<file path="config.mk">
export PLATFORM = sky130hd
export DESIGN_NAME = swstyle_top
export DESIGN_NICKNAME = d
export VERILOG_FILES = /design/src/rtl/swstyle_pkg.sv /design/src/rtl/swstyle_ctrl.sv /design/src/rtl/swstyle_dp.sv /design/src/rtl/swstyle_top.sv
export SDC_FILE = /design/constraint.sdc
export NUM_CORES = 1
export LEC_CHECK = 0
export BUFFER_PORTS_ARGS = -buffer_cell sky130_fd_sc_hd__buf_2
export CORE_MARGIN = 4
export CORE_UTILIZATION = 43
export DETAILED_ROUTE_END_ITERATION = 12
export PLACE_DENSITY = 0.8
export SYNTH_ARGS = -nofsm -noshare
export SYNTH_HDL_FRONTEND = slang
export SYNTH_SLANG_ARGS = --single-unit
</file>
<file path="constraint.sdc">
create_clock -name clk -period 1.3 [get_ports clk]
set_input_delay 0.065 -clock clk [delete_from_list [all_inputs] [get_ports clk]]
set_output_delay 0.065 -clock clk [all_outputs]
set_load 0.05 [all_outputs]
</file>
<file path="src/rtl/swstyle_pkg.sv">
package swstyle_pkg;

  localparam int DATA_W = 16;
  localparam int CODE_W = 8;

  localparam logic [CODE_W-1:0] STYLE_LEGACY = 8'h00;
  localparam logic [CODE_W-1:0] STYLE_ALT32  = 8'h01;
  localparam logic [CODE_W-1:0] STYLE_NATIVE = 8'h02;

  localparam logic [DATA_W-1:0] ID_VALUE  = 16'h0105;
  localparam logic [DATA_W-1:0] FEAT_MASK = 16'h0333;

  typedef enum logic [1:0] {
    SEL_STYLE = 2'd0,
    SEL_ID    = 2'd1,
    SEL_FEAT  = 2'd2,
    SEL_IADR  = 2'd3
  } regSel_e;

  typedef struct packed {
    logic wrStyle;
    logic wrFeat;
    logic wrIadr;
    logic rdStyle;
    logic rdId;
    logic rdFeat;
    logic rdIadr;
  } strobes_t;

  typedef struct packed {
    logic valid;
    logic feat;
    logic wide;
  } styleDec_t;

  function automatic styleDec_t decodeStyle(input logic [CODE_W-1:0] code);
    styleDec_t d;
    case (code)
      STYLE_LEGACY: d = '{valid: 1'b1, feat: 1'b1, wide: 1'b0};
      STYLE_ALT32:  d = '{valid: 1'b1, feat: 1'b0, wide: 1'b1};
      STYLE_NATIVE: d = '{valid: 1'b1, feat: 1'b1, wide: 1'b1};
      default:      d = '{valid: 1'b0, feat: 1'b0, wide: 1'b0};
    endcase
    return d;
  endfunction

endpackage

</file>
<file path="src/rtl/swstyle_ctrl.sv">
module swstyle_ctrl
  import swstyle_pkg::*;
(
  input  logic       clk,
  input  logic       hardRst,
  input  logic       stopIn,
  input  logic [1:0] regSel,
  input  logic       wrEn,
  input  logic       rdEn,
  output strobes_t   strb
);

  regSel_e sel;
  assign sel = regSel_e'(regSel);

  always_comb begin
    strb = '0;
    if (wrEn) begin
      unique case (sel)
        SEL_STYLE: strb.wrStyle = stopIn;
        SEL_FEAT:  strb.wrFeat  = 1'b1;
        SEL_IADR:  strb.wrIadr  = 1'b1;
        default:   ;
      endcase
    end
    if (rdEn) begin
      unique case (sel)
        SEL_STYLE: strb.rdStyle = stopIn;
        SEL_ID:    strb.rdId    = stopIn;
        SEL_FEAT:  strb.rdFeat  = 1'b1;
        SEL_IADR:  strb.rdIadr  = 1'b1;
      endcase
    end
  end


  stop_gate_chk: assert property (@(posedge clk) disable iff (hardRst)
    !stopIn |-> !(strb.wrStyle || strb.rdStyle || strb.rdId));


  rd_onehot_chk: assert property (@(posedge clk) disable iff (hardRst)
    $onehot0({strb.rdStyle, strb.rdId, strb.rdFeat, strb.rdIadr}));

endmodule

</file>
<file path="src/rtl/swstyle_dp.sv">
module swstyle_dp
  import swstyle_pkg::*;
#(
  parameter int ADDR_W = 32,
  parameter int LOW_W  = 24,
  localparam int HI_W  = ADDR_W - LOW_W
)(
  input  logic              clk,
  input  logic              hardRst,
  input  logic              softRst,
  input  strobes_t          strb,
  input  logic [DATA_W-1:0] wrData,
  input  logic [ADDR_W-1:0] ptrIn,
  input  logic              txBit29,
  output logic [DATA_W-1:0] rdData,
  output logic [ADDR_W-1:0] masterAddr,
  output logic              struct32,
  output logic              featEn,
  output logic              styleBad,
  output logic [DATA_W-1:0] featOut,
  output logic              appendFcs
);

  logic [CODE_W-1:0] styleCode;
  logic [DATA_W-1:0] featReg;
  logic [HI_W-1:0]   iadrHi;
  styleDec_t         dec;

  assign dec = decodeStyle(wrData[CODE_W-1:0]);

  always_ff @(posedge clk) begin
    if (hardRst) begin
      styleCode <= STYLE_LEGACY;
      struct32  <= 1'b0;
      featEn    <= 1'b1;
      styleBad  <= 1'b0;
    end else if (softRst) begin
      styleCode <= STYLE_LEGACY;
      featEn    <= 1'b1;
    end else if (strb.wrStyle) begin
      styleCode <= wrData[CODE_W-1:0];
      struct32  <= dec.wide;
      featEn    <= dec.feat;
      if (!dec.valid) styleBad <= 1'b1;
    end
  end

  always_ff @(posedge clk) begin
    if (hardRst) begin
      featReg <= '0;
      iadrHi  <= '0;
    end else begin
      if (strb.wrFeat) featReg <= wrData;
      if (strb.wrIadr) iadrHi  <= wrData[HI_W-1:0];
    end
  end

  for (genvar i = 0; i < DATA_W; i++) begin : g_mask
    if (FEAT_MASK[i]) begin : g_gated
      assign featOut[i] = featReg[i] & featEn;
    end else begin : g_pass
      assign featOut[i] = featReg[i];
    end
  end

  assign masterAddr = struct32 ? ptrIn : {iadrHi, ptrIn[LOW_W-1:0]};

  logic fcsInverted;
  assign fcsInverted = struct32 && !featEn;
  assign appendFcs   = fcsInverted ? !txBit29 : txBit29;

  always_comb begin
    rdData = '0;
    if (strb.rdStyle) begin
      rdData[CODE_W-1:0] = styleCode;
      rdData[8]          = struct32;
      rdData[15]         = styleBad;
    end else if (strb.rdId) begin
      rdData = ID_VALUE;
    end else if (strb.rdFeat) begin
      rdData = featReg;
    end else if (strb.rdIadr) begin
      rdData[HI_W-1:0] = iadrHi;
    end
  end


  alt_style_chk: assert property (@(posedge clk) disable iff (hardRst)
    (strb.wrStyle && !softRst && wrData[CODE_W-1:0] == STYLE_ALT32) |=> (struct32 && !featEn));


  bad_sticky_chk: assert property (@(posedge clk) disable iff (hardRst)
    styleBad |=> styleBad);


  soft_keep_chk: assert property (@(posedge clk) disable iff (hardRst)
    softRst |=> ($stable(struct32) && featEn && styleCode == STYLE_LEGACY));


  feat_mask_chk: assert property (@(posedge clk) disable iff (hardRst)
    !featEn |-> ((featOut & FEAT_MASK) == '0));


  addr_low_chk: assert property (@(posedge clk) disable iff (hardRst)
    masterAddr[LOW_W-1:0] == ptrIn[LOW_W-1:0]);

endmodule

</file>
<file path="src/rtl/swstyle_top.sv">
module swstyle_top
  import swstyle_pkg::*;
#(
  parameter int ADDR_W = 32,
  parameter int LOW_W  = 24
)(
  input  logic              clk,
  input  logic              hardRst,
  input  logic              softRst,
  input  logic              stopIn,
  input  logic [1:0]        regSel,
  input  logic              wrEn,
  input  logic              rdEn,
  input  logic [15:0]       wrData,
  output logic [15:0]       rdData,
  input  logic [ADDR_W-1:0] ptrIn,
  input  logic              txBit29,
  output logic [ADDR_W-1:0] masterAddr,
  output logic              struct32,
  output logic              featEn,
  output logic              styleBad,
  output logic [15:0]       featOut,
  output logic              appendFcs
);

  strobes_t strb;

  swstyle_ctrl u_ctrl (
    .clk     (clk),
    .hardRst (hardRst),
    .stopIn  (stopIn),
    .regSel  (regSel),
    .wrEn    (wrEn),
    .rdEn    (rdEn),
    .strb    (strb)
  );

  swstyle_dp #(.ADDR_W(ADDR_W), .LOW_W(LOW_W)) u_dp (
    .clk        (clk),
    .hardRst    (hardRst),
    .softRst    (softRst),
    .strb       (strb),
    .wrData     (wrData),
    .ptrIn      (ptrIn),
    .txBit29    (txBit29),
    .rdData     (rdData),
    .masterAddr (masterAddr),
    .struct32   (struct32),
    .featEn     (featEn),
    .styleBad   (styleBad),
    .featOut    (featOut),
    .appendFcs  (appendFcs)
  );

endmodule

</file>
==> results of run 1 <==
==> synth_stat cells, types with 3 or more instances <==
library cell  number
a21oi_1           26
a222oi_1           6
and2_1            14
buf_2              4
buf_4             36
buf_6              3
clkbuf_1           5
dfxtp_1           35
inv_1              7
mux2_2             8
mux2i_1           12
nand2_1           50
nor2_1             9
o21ai_0            3
==> layout make-up <==
type	count	area, µm²
fillers	405	1890
multi-input cells	151	1000
flip-flops and latches	35	713
repair buffers	88	623
clock buffers	6	82.6
well taps	52	65.1
clock inverters	2	35.0
inverters	7	26.3
==> report_power, final <==
part           switching, mW  internal (mW)  total [mW]  leakage, nW
combinational          0.274          0.164       0.438        0.868
clock                  0.390          0.620        1.01       0.0612
sequential            0.0193           1.10        1.12        0.288
total                  0.683           1.88        2.57         1.22
==> flip-flops by register name, summed over array words and instances (netlist names) <==
register and flops:
u_dp.featEn 1, u_dp.featReg 16, u_dp.styleBad 1, u_dp.iadrHi 8
u_dp.struct32 1, u_dp.styleCode 8
==> through the flow <==
step           TNS [ps]  cell area (µm²)  cells
3_3_place_gp          0             2200    329
2_1_floorplan     -39.2             2040    241
3_5_place_dp          0             2200    329
4_1_cts           -90.2             2450    340
6_report          -78.8             2550    341
5_1_grt            -463             2550    341
==> worst register-to-register path, cell delays in order, from the launching register on <==
cell and delay, ps:
dfxtp_4 360, buf_6 140, nor2b_1 130, o21ai_1 100, o41ai_2 80
==> metal layers <==
layer	up-vias	part of all wire [%]	GRT usage, %
li1	866	-	-
met1	813	40	21.5
met2	86	48	29.4
met3	19	10	6.97
met4	0	1.3	6.34
met5	-	0	0
==> final timing paths <==
path	startpoint	endpoint	slack [ps]
worst min-delay path	wrData[11]	u_dp.featReg[11]	10
worst min register to register	u_dp.styleCode[7]	u_dp.styleCode[7]	460
worst max-delay path	u_dp.struct32	masterAddr[28]	-30
worst max register to register	u_dp.struct32	u_dp.struct32	380
==> cells by family after synthesis <==
group,count (synthesis),synth area share (%)
buf+inv,55,18.4
xor+xnor,2,0.875
mux,20,10.5
compound gates,41,13.1
flops,35,35.0
simple gates,88,22.2
==> what timing repair did <==
item | CTS | global route
setup buffers | 3 | 1
gates cloned | 0 | 0
endpoints found under the setup margin | 11 | 19
resized for setup | 36 | 40
pin swaps | 0 | 6
==> impl_metrics.csv, run 1 <==
group,metric,value,unit
floorplanning,die_w,76.3,µm
cells_and_area,final_common_cell,"buf_2",
floorplanning,initial_core_util,45.1,%
clock_tree,cts_hold_buffers,0,
route,first_pass_iters,5,
critical_path,required,1240,ps
synthesis,syn_inst,241,
clock_tree,cts-htree-levels,2,
global_routing,grt_pass1_vias,1725,
route,ant_nets,0,
cells_and_area,syn_to_final_growth,27.3,%
clock_tree,clockRootBuffer,"clkbuf_8",
synthesis,synth_edf_count,0,
power,power_density,1010,nW/µm²
critical_path,critPathMaxStageDelay,370,ps
route,wl,5360,µm
synthesis,async_flop_share,0,%
sta,worst_slack,-28.1,ps
critical_path,worstPathMaxFanout,6,
route,detail_route.wl_per_cell,15.7,µm
cells_and_area,layout-drive-gt1-share,42.9,%
sta,post-route-min-period,1330,ps
global_routing,grtUsageTotal,18.0,%
critical_path,reg2reg_depth,4,
critical_path,critPathKind,"flip-flop to output port",
critical_path,arrival,1260,ps
clock_tree,cts_tree,"built",
floorplanning,core,4440,µm²
synthesis,synth_top_area_share,35.0,%
sta,skew,0,ps
critical_path,critPathSlowestCell,"dfxtp_4",
clock_tree,cts_sinks,35,
hold_path,hold_depth,3,
cells_and_area,final_util,57.4,%
synthesis,synth_top_area_cell,"dfxtp_1",
critical_path,start_kind,"flip-flop",
sta,setup_violations,3,
flow_run,drv_cap,0,
global_routing,grt_pass1_wl,8530,µm
floorplanning,dieHeight,76.3,µm
sta,holdWs,10.9,ps
global_routing,grt_max_degree,19,
sta,post-route-period-util,102,%
sta,rsz0062_at_grt,"true",
placement,place_ws,85.3,ps
synthesis,ys_seq_elements,35,
clock_tree,cts_buffers,5,
critical_path,crit_cells,3,
floorplanning,dieArea,5810,µm²
synthesis,yosys_warnings,0,
route,drc,0,
floorplanning,top_level_ports,125,
sta,hold_violations,0,
placement,gp_congestion,0.782,
route,drt_iter0_drc,113,
status,violations,"negative setup slack",
clock_tree,clk_pin_slew,70,ps
clock_tree,ctsLongestPathBuffers,2,
critical_path,path_cells,"buf_6 -> mux2_4 -> buf_8",
power,p_leak,1.22,nW
power,ir_drop,0.816,mV
sta,worst_pin_slew,396,ps
power,power,2.57,mW
synthesis,synth_ff_type,"dfxtp_1",
critical_path,critical-path-top-delay-family,"flip-flops",
synthesis,yosys-top-cells-area,"dfxtp_1, buf_4, nand2_1",
placement,io_buffer_count,76,
cells_and_area,n_antenna_cell,0,
synthesis,ys_types,34,
global_routing,antenna_found_initial,0,
status,status,"finished with violations",
hold_path,hold_path_class,"input port to flip-flop",
synthesis,synth_area,2000,µm²
critical_path,critPathBufInv,2,
route,vias,1784,
cells_and_area,final_cell_mix,"buf_2, nand2_1, dfxtp_1",
cells_and_area,finalNetCount,345,
placement,dp_hpwl,3760,µm
synthesis,syn-num-nets,298,
global_routing,overflow,0,
sta,fmax,753,MHz
synthesis,synth_area_per_cell,8.31,µm²
critical_path,setup.worst_path.end_class,"output port",
synthesis,ys_seq_area_share,35.0,%
route,avgViaCountPerCell,5.23,
floorplanning,rows,24,
sta,slew_violations,0,
sta,relSlewSlack,73.4,%
clock_tree,insertion_delay,280,ps
No activity file was read; power rests on OpenSTA's default activity.
==> run 2: changes to the inputs <==
CORE_UTILIZATION = 44   (was 43)
CTS_BUF_LIST = sky130_fd_sc_hd__clkbuf_8   (was unset)
PLACE_DENSITY = 0.82   (was 0.8)
==> impl_metrics.csv, run 2 (synthesis gave the netlist of run 1 again) <==
group,metric,value,unit
power,power,2.42,mW
clock_tree,cts_tree,"built",
global_routing,grt_pass1_vias,1628,
placement,place_ws,89.6,ps
sta,hold_violations,0,
sta,fmax,741,MHz
floorplanning,dieHeight,75.5,µm
placement,io_buffer_count,76,
critical_path,setup.worst_path.end_class,"output port",
critical_path,arrival,1280,ps
clock_tree,clockRootBuffer,"clkbuf_8",
route,drc,0,
clock_tree,cts-htree-levels,2,
sta,worst_pin_slew,403,ps
floorplanning,core,4380,µm²
route,vias,1722,
placement,gp_congestion,0.731,
power,power_density,965,nW/µm²
cells_and_area,final_util,57.1,%
clock_tree,cts_sinks,35,
global_routing,overflow,0,
cells_and_area,fillers,400,
hold_path,hold_path_class,"input port to flip-flop",
route,drt_iter0_drc,89,
global_routing,grtUsageTotal,18.2,%
sta,slew_violations,0,
route,detail_route.wl_per_cell,15.6,µm
floorplanning,die_w,75.5,µm
clock_tree,insertion_delay,280,ps
sta,post-route-period-util,104,%
cells_and_area,top_register,"u_dp.featReg",
critical_path,worstPathMaxFanout,5,
critical_path,critPathKind,"flip-flop to output port",
route,first_pass_iters,5,
power,ir_drop,0.736,mV
floorplanning,initial_core_util,45.7,%
clock_tree,clk_pin_slew,70,ps
cells_and_area,final_common_cell,"buf_2",
sta,setup_tns,-265,ps
cells_and_area,finalNetCount,342,
sta,post-route-min-period,1350,ps
route,ant_nets,0,
flow_run,drv_cap,0,
global_routing,antenna_found_initial,0,
cells_and_area,layout-drive-gt1-share,42.0,%
sta,skew,0,ps
hold_path,hp-start,"wrData[14]",
global_routing,grt_pass1_wl,7940,µm
critical_path,reg2reg_depth,4,
floorplanning,dieArea,5700,µm²
placement,dp_hpwl,3730,µm
power,p_leak,1.19,nW
global_routing,grt_max_degree,28,
sta,setup_violations,6,
clock_tree,cts_hold_buffers,0,
sta,relSlewSlack,73.0,%
critical_path,timing.rr.end,"u_dp.struct32",
route,avgViaCountPerCell,5.09,
clock_tree,ctsLongestPathBuffers,2,
sta,rsz0062_at_grt,"true",
cells_and_area,reg_top3,"u_dp.featReg: 16 flops, u_dp.iadrHi: 8 flops, u_dp.styleCode: 8 flops",
sta,worst_slack,-48.8,ps
status,status,"finished with violations",
critical_path,worst_r2r_startpoint,"u_dp.struct32",
critical_path,start_kind,"flip-flop",
cells_and_area,final_cell_mix,"buf_2, nand2_1, dfxtp_1",
critical_path,rrSetupSlack,360,ps
route,wl,5270,µm
critical_path,required,1240,ps
hold_path,hold_end,"u_dp.featReg[14]",
cells_and_area,largest_reg_flops,16,
hold_path,hold_depth,3,
cells_and_area,n_antenna_cell,0,
cells_and_area,syn_to_final_growth,25.0,%
floorplanning,rows,24,
clock_tree,cts_buffers,5,
floorplanning,top_level_ports,125,
status,violations,"negative setup slack",
run 2: worst max-delay path by stage:
stage,from,to,depth (start not counted)
5_1_grt,u_dp.struct32,masterAddr[27],3
3_3_place_gp,regSel[1],rdData[5],5
2_1_floorplan,u_dp.struct32,rdData[8],3
3_5_place_dp,regSel[1],rdData[4],5
6_report,u_dp.struct32,masterAddr[27],3
4_1_cts,u_dp.struct32,masterAddr[27],3
run 2: cell type report:
cell class / instances / area [µm²] / area share [%]
clock inverters: 1 / 3.75 / 0.150
flip-flops and latches: 35 / 713 / 28.5
well taps: 52 / 65.1 / 2.60
clock buffers: 7 / 96.3 / 3.85
repair buffers: 85 / 594 / 23.7
multi-input cells: 151 / 1000 / 40.1
inverters: 7 / 26.3 / 1.05
run 2: metal layers:
| metal | part of all wire (%) | up-vias | track usage, % | wire length, µm |
|---|---|---|---|---|
| li1 | - | 861 | - | - |
| met1 | 43 | 788 | 22.8 | 2270 |
| met2 | 48 | 67 | 31.2 | 2520 |
| met3 | 8.3 | 6 | 3.43 | 439 |
| met4 | 0.61 | 0 | 6.41 | 32 |
| met5 | 0 | - | 0 | 0 |
run 2: repair_timing:
action,4_1_cts,5_1_grt
setup endpoints to repair,13,21
hold endpoints to repair,0,0
setup buffers,0,1
pin swaps,1,4
resized for setup,37,31
run 2: critical path, cell delays in order, from the launching register on:
cell	delay, ps
dfxtp_4	390
buf_6	140
mux2_4	310
buf_8	150
run 2: per-stage QoR:
step	instance area, µm²	hold WS, ps	instances
after floorplan	2040	167	241
after global placement	2210	130	329
after detailed placement	2210	130	329
after CTS	2430	14.8	337
after global routing	2500	11.7	338
final	2500	9.33	338
run 2: power by group:
group | leakage (nW) | switching [mW] | internal (mW)
combinational | 0.847 | 0.274 | 0.160
clock | 0.0557 | 0.389 | 0.476
sequential | 0.288 | 0.0188 | 1.10
total | 1.19 | 0.682 | 1.73
